==> src/rtl/uart_ready_pkg.sv <==
package uart_ready_pkg;

    typedef enum logic [1:0] {
        MODE_HOLD  = 2'd0,
        MODE_CHAR  = 2'd1,
        MODE_BLOCK = 2'd2
    } rdy_mode_e;

    typedef enum logic {
        RXL_IDLE  = 1'b0,
        RXL_ARMED = 1'b1
    } rx_latch_e;

    // Trigger level in bytes: quarter steps of the depth, the top code
    // sitting one eighth below full.
    function automatic int unsigned trig_bytes(input logic [1:0] sel,
                                               input int unsigned depth);
        int unsigned lvl;
        if (sel == 2'd3) lvl = depth - depth / 8;
        else             lvl = (depth / 4) * (int'(sel) + 1);
        return lvl;
    endfunction

endpackage

==> src/rtl/ready_fill_tracker.sv <==
module ready_fill_tracker #(
    parameter int unsigned DEPTH = 32,
    localparam int unsigned CW   = $clog2(DEPTH + 1)
) (
    input  logic          clk,
    input  logic          rst,
    input  logic          clear,
    input  logic          hold_only,
    input  logic          push,
    input  logic          pop,
    output logic [CW-1:0] cnt_q,
    output logic [CW-1:0] cnt_nxt
);

    logic [CW-1:0] cap;
    logic          has_room;
    logic          has_data;

    assign cap      = hold_only ? CW'(1) : CW'(DEPTH);
    assign has_room = (cnt_q < cap);
    assign has_data = (cnt_q != '0);

    always_comb begin
        cnt_nxt = cnt_q;
        if (clear) begin
            cnt_nxt = '0;
        end else if (push && pop) begin
            cnt_nxt = cnt_q;
        end else if (push && has_room) begin
            cnt_nxt = cnt_q + CW'(1);
        end else if (pop && has_data) begin
            cnt_nxt = cnt_q - CW'(1);
        end
    end

    always_ff @(posedge clk) begin
        if (rst) cnt_q <= '0;
        else     cnt_q <= cnt_nxt;
    end

endmodule

==> src/rtl/rx_latch_fsm.sv <==
module rx_latch_fsm
    import uart_ready_pkg::*;
#(
    parameter int unsigned CW = 6
) (
    input  logic          clk,
    input  logic          rst,
    input  logic          blk_act_nxt,
    input  logic [CW-1:0] cnt_nxt,
    input  logic [CW-1:0] trig_lvl,
    input  logic          timeout,
    output logic          armed
);

    rx_latch_e state_q;
    rx_latch_e state_d;
    logic      nonempty;

    assign nonempty = (cnt_nxt != '0);

    always_ff @(posedge clk) begin
        if (rst) state_q <= RXL_IDLE;
        else     state_q <= state_d;
    end

    always_comb begin
        state_d = state_q;
        unique case (state_q)
            RXL_IDLE: begin
                if (blk_act_nxt && nonempty && ((cnt_nxt >= trig_lvl) || timeout))
                    state_d = RXL_ARMED;
            end
            RXL_ARMED: begin
                if (!blk_act_nxt || !nonempty)
                    state_d = RXL_IDLE;
            end
            default: state_d = RXL_IDLE;
        endcase
    end

    always_comb begin
        armed = (state_q == RXL_ARMED);
    end

endmodule

==> src/rtl/uart_ready_ctrl.sv <==
module uart_ready_ctrl
    import uart_ready_pkg::*;
#(
    parameter int unsigned DEPTH = 32,
    localparam int unsigned CW   = $clog2(DEPTH + 1)
) (
    input  logic       clk,
    input  logic       rst,
    input  logic       fifo_on,
    input  logic       burst_mode,
    input  logic [1:0] rx_trig_sel,
    input  logic       rx_timeout,
    input  logic       rx_push,
    input  logic       rx_pop,
    input  logic       tx_push,
    input  logic       tx_pop,
    output logic       rx_ready_n,
    output logic       tx_ready_n
);

    logic          fifo_on_q;
    logic          burst_q;
    rdy_mode_e     mode;
    logic          en_change;
    logic [CW-1:0] rx_cnt_q, rx_cnt_nxt;
    logic [CW-1:0] tx_cnt_q, tx_cnt_nxt;
    logic [CW-1:0] trig_lvl;
    logic          rx_armed;

    always_ff @(posedge clk) begin
        if (rst) begin
            fifo_on_q <= 1'b0;
            burst_q   <= 1'b0;
        end else begin
            fifo_on_q <= fifo_on;
            burst_q   <= burst_mode;
        end
    end

    always_comb begin
        if (!fifo_on_q)   mode = MODE_HOLD;
        else if (burst_q) mode = MODE_BLOCK;
        else              mode = MODE_CHAR;
    end

    assign en_change = (fifo_on != fifo_on_q);
    assign trig_lvl  = CW'(trig_bytes(rx_trig_sel, DEPTH));

    ready_fill_tracker #(.DEPTH(DEPTH)) u_rx_fill (
        .clk      (clk),
        .rst      (rst),
        .clear    (en_change),
        .hold_only(!fifo_on_q),
        .push     (rx_push),
        .pop      (rx_pop),
        .cnt_q    (rx_cnt_q),
        .cnt_nxt  (rx_cnt_nxt)
    );

    ready_fill_tracker #(.DEPTH(DEPTH)) u_tx_fill (
        .clk      (clk),
        .rst      (rst),
        .clear    (en_change),
        .hold_only(!fifo_on_q),
        .push     (tx_push),
        .pop      (tx_pop),
        .cnt_q    (tx_cnt_q),
        .cnt_nxt  (tx_cnt_nxt)
    );

    rx_latch_fsm #(.CW(CW)) u_rx_latch (
        .clk        (clk),
        .rst        (rst),
        .blk_act_nxt(fifo_on && burst_mode),
        .cnt_nxt    (rx_cnt_nxt),
        .trig_lvl   (trig_lvl),
        .timeout    (rx_timeout),
        .armed      (rx_armed)
    );

    always_comb begin
        rx_ready_n = 1'b1;
        tx_ready_n = 1'b0;
        unique case (mode)
            MODE_HOLD, MODE_CHAR: begin
                rx_ready_n = (rx_cnt_q == '0);
                tx_ready_n = (tx_cnt_q != '0);
            end
            MODE_BLOCK: begin
                rx_ready_n = !rx_armed;
                tx_ready_n = (tx_cnt_q == CW'(DEPTH));
            end
            default: begin
                rx_ready_n = 1'b1;
                tx_ready_n = 1'b0;
            end
        endcase
    end

    logic unused_nxt;
    assign unused_nxt = ^tx_cnt_nxt;

endmodule

==> config.mk <==
export PLATFORM = sky130hd
export DESIGN_NAME = uart_ready_ctrl
export DESIGN_NICKNAME = d
export VERILOG_FILES = /design/src/rtl/uart_ready_pkg.sv /design/src/rtl/ready_fill_tracker.sv /design/src/rtl/rx_latch_fsm.sv /design/src/rtl/uart_ready_ctrl.sv
export SDC_FILE = /design/constraint.sdc
export NUM_CORES = 1
export LEC_CHECK = 0
export ABC_AREA = 1
export BUFFER_PORTS_ARGS = -buffer_cell sky130_fd_sc_hd__buf_2
export CAP_MARGIN = 5
export CORE_AREA = 2 2 64 66
export CTS_BUF_LIST = sky130_fd_sc_hd__clkbuf_4 sky130_fd_sc_hd__clkbuf_8 sky130_fd_sc_hd__clkbuf_16
export CTS_CLUSTER_SIZE = 8
export DETAILED_ROUTE_END_ITERATION = 8
export DIE_AREA = 0 0 66 68
export SYNTH_ARGS = -nofsm -noshare
export SYNTH_HDL_FRONTEND = slang
export SYNTH_HIERARCHICAL = 1
export SYNTH_SLANG_ARGS = --single-unit
==> constraint.sdc <==
create_clock -name clk -period 3 [get_ports clk]
set_clock_uncertainty 0.1 [all_clocks]
set_input_delay 0.3 -clock clk [delete_from_list [all_inputs] [get_ports clk]]
set_output_delay 0.3 -clock clk [all_outputs]
set_load 0.05 [all_outputs]
After elaboration in Yosys (flattened, before gate mapping)
Cells that the tools add are included.
Storage, ports and cells
  flip-flop bits (word level): 15
  bits of input ports: 11
  output and inout bits: 2
  logic and storage cells: 58
Cells by class
  add/sub/neg operators: 5
  magnitude comparators: 3
  equal/unequal tests: 5
  mux-type cells: 15
  bitwise gates (word level): 2
  reduce and logical (&&, ||, !) cells: 23
Operators by type and width (number)
  2-to-1 mux 6 bit: 8
  nonzero test 6 bit: 3
  adder 6 x 1 -> 6 bit, second input constant: 2
  less-than comparator 6 bit: 2
  subtractor 6 x 1 -> 6 bit, second input constant: 2
  logical AND 1 bit: 9
  equality test 6 bit, second input constant: 1
  >= comparator 6 bit: 1
  logical NOT 6 bit: 1
  one-hot mux 1 bit (2 select lines): 3
  equality test 2 bit, second input constant: 2
  2-to-1 mux 2 bit: 2
  OR reduction 2 bit: 2
  adder 2 x 1 -> 3 bit, second input constant: 1
  logical NOT 1 bit: 3
  equality test 2 x 1 -> 1 bit, second input constant: 1
  logical NOT 2 bit: 1
  logical OR 1 bit: 2
  2-to-1 mux 1 bit: 2
  inverter 1 bit: 2
  AND reduction 2 bit: 1
  nonzero test 2 bit: 1
  != test 1 bit: 1

Depth between registers and ports, before layout
Gate-level depths: netlist of run 1.
  word-level depth: 11
  depth in mapped cells: 19
  mapped depth without buffers: 19

By module
The synthesis of run 1 kept the hierarchy.
By module, submodules not included
  ready_fill_tracker at u_rx_fill: instances 1, cells an instance 101, area an instance 639.4 µm²
  ready_fill_tracker at u_tx_fill: instances 1, cells an instance 99, area an instance 608.1 µm²
  rx_latch_fsm: instances 1, cells an instance 37, area an instance 214.0 µm²
  uart_ready_ctrl: instances 1, cells an instance 33, area an instance 176.4 µm²

Worst setup path before layout of run 1
No wires, ideal clock.
  kind: register -> register
  start point: reg u_rx_fill.cnt_q[0]
  end point: reg u_rx_latch.state_q, in the netlist u_rx_latch/armed
  setup time: 70 ps
  arrival: 1878 ps
  data required time: 2830 ps
  setup slack: 952 ps
  stages on the path, launching flop included: 16
  buffers on the path: 0
  clock period less this slack: 2048 ps
  path through: dfxtp_1 -> inv_1 -> ha_1 -> nand3_1 -> nand2_2 -> inv_2 -> nand2_1 -> nand2_2 -> nand4_1 -> nand3_2 -> inv_1 -> ha_1 -> nand2_1 -> a21oi_1 -> nor2_1 -> a21oi_1
Between the ends
  cells in the longest elaborated chain, start to end: 11
  elaborated cells on any way between the ends: 20
  those cells by class: add/sub (2); order compare (2); mux (7); reduce/logical (9)
Ends and longest elaborated chain
  from (decl): line ready_fill_tracker.sv:11  | output logic [CW-1:0] cnt_q,
  from (signal assigned): line ready_fill_tracker.sv:38  | else cnt_q <= cnt_nxt;
  branches (longest 3 deep; another with subtractor 6 x 1 -> 6 bit)
  2-to-1 mux 6 bit (*): line ready_fill_tracker.sv:29  | end else if (push && has_room) begin
  2-to-1 mux 6 bit (*): line ready_fill_tracker.sv:27  | end else if (push && pop) begin
  2-to-1 mux 6 bit (*): line ready_fill_tracker.sv:25  | if (clear) begin
  via rx_cnt_nxt[3]: line uart_ready_ctrl.sv:25  | logic [CW-1:0] rx_cnt_q, rx_cnt_nxt;
  >= comparator 6 bit or nonzero test 6 bit (tied branches): line rx_latch_fsm.sv:30, rx_latch_fsm.sv:19
  logical OR 1 bit, or another cell as far along: line rx_latch_fsm.sv:30  | if (blk_act_nxt && nonempty && ((cnt_nxt >= trig_lvl) || timeout))
  logical AND 1 bit or logical OR 1 bit (tied branches): line rx_latch_fsm.sv:30, rx_latch_fsm.sv:34
  2-to-1 mux 1 bit, on equally long branches: line rx_latch_fsm.sv:30, rx_latch_fsm.sv:34
  one-hot mux 1 bit (2 select lines) (*): line rx_latch_fsm.sv:28  | unique case (state_q)
  to (signal assigned): line rx_latch_fsm.sv:23  | else state_q <= state_d;
  to (decl): line rx_latch_fsm.sv:15  | rx_latch_e state_q;
Mark *: on every way through the listed nets, which the timed path passes.
A chain may end at the register's enable or synchronous reset.

Worst setup path in the final report of run 1
Ends and elaborated chain as after synthesis.

==> impl_metrics.json, run 1 <==
{
  "yosysWarningCount": 6,
  "cts_buffer_depth": 2,
  "finalCriticalPeriod_ps": 2390,
  "grt_antenna_before_repair": 0,
  "slowest_stage": "dfxtp_1",
  "path_class": "reg2reg",
  "drt-total-wl_um": 3400,
  "area_delta_synth_final_pct": 9.53,
  "antenna_cells": 0,
  "max_freq_mhz": 419,
  "path_buf_inv": 3,
  "cpMostUsedCell": "nand2_1",
  "die_height_um": 68,
  "final-setup-viol-count": 0,
  "clock_latency_ps": 240,
  "rr_startpoint": "u_rx_fill/cnt_q[0]",
  "crit_family": "simple AND/OR/NAND/NOR gates",
  "num-nets-final": 306,
  "start_util": 0.419,
  "grt_usage": 0.167,
  "port_buffers": 12,
  "cp-end-kind": "register",
  "h-tree-depth": 1,
  "critPathLaunchType": "register",
  "finalHoldViolations": 0,
  "drt-initial-drc-count": 73,
  "grt_max_degree": 16,
  "numCtsBuffers": 3,
  "fp.coreArea_mm2": 0.00386,
  "crit_required_ps": 3070,
  "drive_gt1_frac": 0.157,
  "cts-root-buf": "clkbuf_8",
  "avgViaCountPerCell": 4.70,
  "synthCells": 264,
  "drcViolationCount": 0,
  "grt_overflow": 0,
  "ant_nets": 0,
  "post_cts_buffers": 0,
  "num_io_pins": 13,
  "wire_per_inst_um": 10.3,
  "hold_end": "burst_q",
  "r2r_slack_ps": 610,
  "grt_first_pass_wirelength_um": 5890,
  "die_width_um": 66,
  "hp-start": "burst_mode",
  "max-cap-violations": 0,
  "power.density_mw_per_mm2": 480,
  "irDropWorstVdd_v": 0.000446,
  "cp_data_arrival_time_ps": 2460,
  "reg2reg_depth": 17,
  "hold_buffers": 0,
  "firstDrtPassIters": 4,
  "fillers": 442,
  "status": "finished, final reports clean",
  "p_total_mw": 0.850,
  "clk_pin_slew_worst_paths_ps": 60,
  "p_leak_nw": 0.996,
  "cts_resized": 0,
  "holdPathStages": 3,
  "dieArea_mm2": 0.00449,
  "post-dp-hpwl_um": 2710,
  "slowest_delay_ps": 470,
  "crit_chain": "inv_1 > ha_1 > nand3_1 > nand2_2 > inv_2 > nand2_1 > nand2_1 > nand2_1 > nand2_1 > nand2_1 > nand3_1 > inv_1 > ha_1 > nand2_1 > a21oi_1 > nor2_1 > a21oi_1",
  "slew_viol_final": 0,
  "grt_pass1_vias": 1340,
  "finalCritPeriodShare": 0.796,
  "cts_tree": "yes",
  "numClockSinks": 15,
  "syn_avg_cell_area_um2": 6.12,
  "num_rows": 23,
  "rsz0062_at_grt": "no",
  "num_vias": 1552,
  "tns_ps": 0,
  "r2r_end": "u_rx_latch/armed",
  "syn_area_mm2": 0.00162,
  "hold_path_class": "in2reg",
  "gp_congestion": 0.932,
  "worstPathMaxFanout": 6
}
==> stage by stage <==
step	worst slack, ps	hold slack [ps]	util	area [um2]	std cells
global placement	757	421	0.447	1720	326
detailed placement	671	427	0.447	1720	326
floorplan	952	271	-	1620	266
finish	613	174	0.459	1770	330
global route	412	163	0.459	1770	330
CTS	653	165	0.459	1770	330
==> sequential cells by signal, indices dropped and copies added (netlist names) <==
| signal | cells |
|---|---|
| u_rx_latch/armed | 1 |
| burst_q | 1 |
| u_rx_fill/cnt_q | 6 |
| u_tx_fill/cnt_q | 6 |
| fifo_on_q | 1 |
==> layer usage <==
metal | global-route usage | vias up | wire, um
li1 | - | 848 | -
met1 | 0.253 | 665 | 1880
met2 | 0.244 | 37 | 1400
met3 | 0.0148 | 2 | 94
met4 | 0.0612 | 0 | 25
met5 | 0 | - | 0
==> placed cells by master (no fill, tap or decap), drive strengths merged <==
| cell type | n |
|---|---|
| nor3 | 5 |
| nor2 | 36 |
| or2 | 2 |
| ha | 14 |
| nand3 | 43 |
| nand4 | 4 |
| xor2 | 5 |
| buf | 12 |
| inv | 47 |
| clkinv | 1 |
| conb | 3 |
| xnor2 | 2 |
| a21oi | 4 |
| dfxtp | 15 |
| clkbuf | 3 |
| o21ai | 3 |
| nand2 | 81 |
==> report_power, final <==
group | internal [mW] | switching, mW | leakage (nW) | total (mW)
clock network | 0.0917 | 0.0664 | 0.0255 | 0.158
registers | 0.217 | 0.0323 | 0.123 | 0.249
logic | 0.155 | 0.288 | 0.847 | 0.443
==> area by class of cell <==
class / instances / area (um2) / share of cell area
Sequential cell: 15 / 300 / 0.170
Multi-Input combinational cell: 202 / 1120 / 0.635
Inverter: 47 / 176 / 0.0997
Clock buffer: 3 / 41.3 / 0.0233
Timing Repair Buffer: 12 / 60.1 / 0.0339
Clock inverter: 1 / 5.00 / 0.00283
Tap cell: 50 / 62.6 / 0.0354
==> worst min-delay path: stages <==
cell and delay, ps:
buf_2 90, inv_1 30, nor2_1 60
==> worst max path at each step <==
stage | start | end | slack [ps] | cells after the start
3_3_place_gp | u_rx_fill/cnt_q[0] | u_rx_latch/armed | 760 | 17
2_1_floorplan | u_rx_fill/cnt_q[0] | u_rx_latch/armed | 950 | 15
3_5_place_dp | u_rx_fill/cnt_q[0] | u_rx_latch/armed | 670 | 17
4_1_cts | u_rx_fill/cnt_q[0] | u_rx_latch/armed | 650 | 17
5_1_grt | u_rx_fill/cnt_q[0] | u_rx_latch/armed | 410 | 17
6_report | u_rx_fill/cnt_q[0] | u_rx_latch/armed | 610 | 17
Note: power is estimated with default switching activity, not from simulation.
==> run 2: changes to the inputs <==
- clock period: 3 -> 2.5 ns (I/O delays scaled with it)
==> run 2 against run 1 <==
Against the previous run:
- register-to-register slack worse by 370 ps
- combinational power grew 19%
- critical endpoint unchanged
- critical path type unchanged
- sequential share of layout area grew 0.093 points
- cell area up 0.28%
- die area is the same
- non-clock buffer count is the same
==> impl_metrics.json, run 2 (synthesis gave the netlist of run 1 again) <==
{
  "status": "finished, final reports clean",
  "cp_data_arrival_time_ps": 2330,
  "p_leak_nw": 0.997,
  "grt_first_pass_wirelength_um": 5540,
  "post_cts_buffers": 0,
  "drive_gt1_frac": 0.164,
  "gp_congestion": 0.932,
  "hp-start": "burst_mode",
  "crit_required_ps": 2570,
  "cts_tree": "yes",
  "area_delta_synth_final_pct": 9.84,
  "irDropWorstVdd_v": 0.000501,
  "grt_max_degree": 16,
  "num_vias": 1545,
  "port_buffers": 12,
  "num-nets-final": 306,
  "cts_buffer_depth": 2,
  "wire_per_inst_um": 9.94,
  "drcViolationCount": 0,
  "ant_nets": 0,
  "hold_buffers": 0,
  "numClockSinks": 15,
  "finalHoldViolations": 0,
  "critPathLaunchType": "register",
  "firstDrtPassIters": 4,
  "rr_startpoint": "u_rx_fill/cnt_q[0]",
  "max-cap-violations": 0,
  "clk_pin_slew_worst_paths_ps": 60,
  "fp.coreArea_mm2": 0.00386,
  "avgViaCountPerCell": 4.68,
  "grt_usage": 0.155,
  "rsz0062_at_grt": "no",
  "worstPathMaxFanout": 6,
  "drt-total-wl_um": 3280,
  "grt_overflow": 0,
  "h-tree-depth": 1,
  "numCtsBuffers": 3,
  "start_util": 0.419,
  "layout_common_cells": "69 x nand2_1, 41 x nand3_1, 40 x inv_1, 32 x nor2_1, 14 x ha_1",
  "startpoint": "u_rx_fill/cnt_q[0]",
  "cp-end-kind": "register",
  "fillers": 419,
  "num_rows": 23,
  "tns_ps": 0,
  "power.density_mw_per_mm2": 576,
  "final-setup-viol-count": 0,
  "cts-root-buf": "clkbuf_8",
  "slew_viol_final": 0,
  "drt-initial-drc-count": 70,
  "die_width_um": 66,
  "clock_latency_ps": 240,
  "finalCriticalPeriod_ps": 2260,
  "grt_pass1_vias": 1290,
  "reg2reg_depth": 17,
  "dieArea_mm2": 0.00449,
  "finalCritPeriodShare": 0.905,
  "top_regs": "u_rx_fill/cnt_q: 6 flops, u_tx_fill/cnt_q: 6 flops",
  "final_common_cell": "nand2_1",
  "antenna_cells": 0,
  "cts_resized": 0,
  "holdPathStages": 3,
  "num_io_pins": 13,
  "post-dp-hpwl_um": 2660,
  "setup_slack_ps": 239,
  "hold_path_class": "in2reg",
  "die_height_um": 68,
  "pre_cts_ws_ps": 190,
  "max_freq_mhz": 442,
  "path_class": "reg2reg",
  "grt_antenna_before_repair": 0
}
[run 2: cell count changes in the layout (fill, tap and decap cells not counted)]
cell      previous run  this run
dfxtp_1             15        13
dfxtp_2              0         2
clkbuf_4             0         1
clkinv_2             1         0
[run 2: critical path: stages (launching register included)]
cell,delay [ps]
dfxtp_2,400
inv_1,90
ha_1,200
nand3_1,110
nand2_2,110
inv_2,90
nand2_1,50
nand2_1,50
nand2_1,40
nand2_1,60
nand2_1,60
nand3_1,100
inv_1,70
ha_1,270
nand2_1,70
a21oi_1,160
nor2_1,60
a21oi_1,120
[run 2: stage by stage]
step | hold WS, ps | power, mW | instance area [um2] | utilization | instances
floorplan | 221 | 0.730 | 1620 | - | 266
global placement | 371 | 0.832 | 1720 | 0.447 | 326
detailed placement | 377 | 0.828 | 1720 | 0.447 | 326
CTS | 128 | 1.03 | 1770 | 0.459 | 330
global route | 126 | 1.12 | 1770 | 0.460 | 330
finish | 133 | 1.02 | 1770 | 0.460 | 330
[run 2: final timing paths]
| kind | end | slack (ps) |
|---|---|---|
| max | u_rx_latch/armed | 240 |
| min | burst_q | 130 |
| max reg2reg | u_rx_latch/armed | 240 |
| min reg2reg | u_tx_fill/cnt_q[5] | 500 |
[run 2: metal layers]
metal,routed length (um),GRT usage
met1,1820,0.233
met4,19,0.0383
met2,1370,0.235
met5,0,0
met3,79,0.0164
[run 2: cell type report]
class,count,area [um2],area share
multi-input cells,202,1120,0.633
inverters,47,176,0.0994
flip-flops and latches,15,303,0.171
well taps,50,62.6,0.0353
repair buffers,12,60.1,0.0339
clock buffers,4,48.8,0.0275
[run 2: power by group]
| part | total [mW] | internal [mW] | leakage (nW) | switching, mW |
|---|---|---|---|---|
| combinational | 0.528 | 0.186 | 0.847 | 0.342 |
| sequential | 0.299 | 0.261 | 0.124 | 0.0377 |
| clock | 0.196 | 0.123 | 0.0262 | 0.0728 |
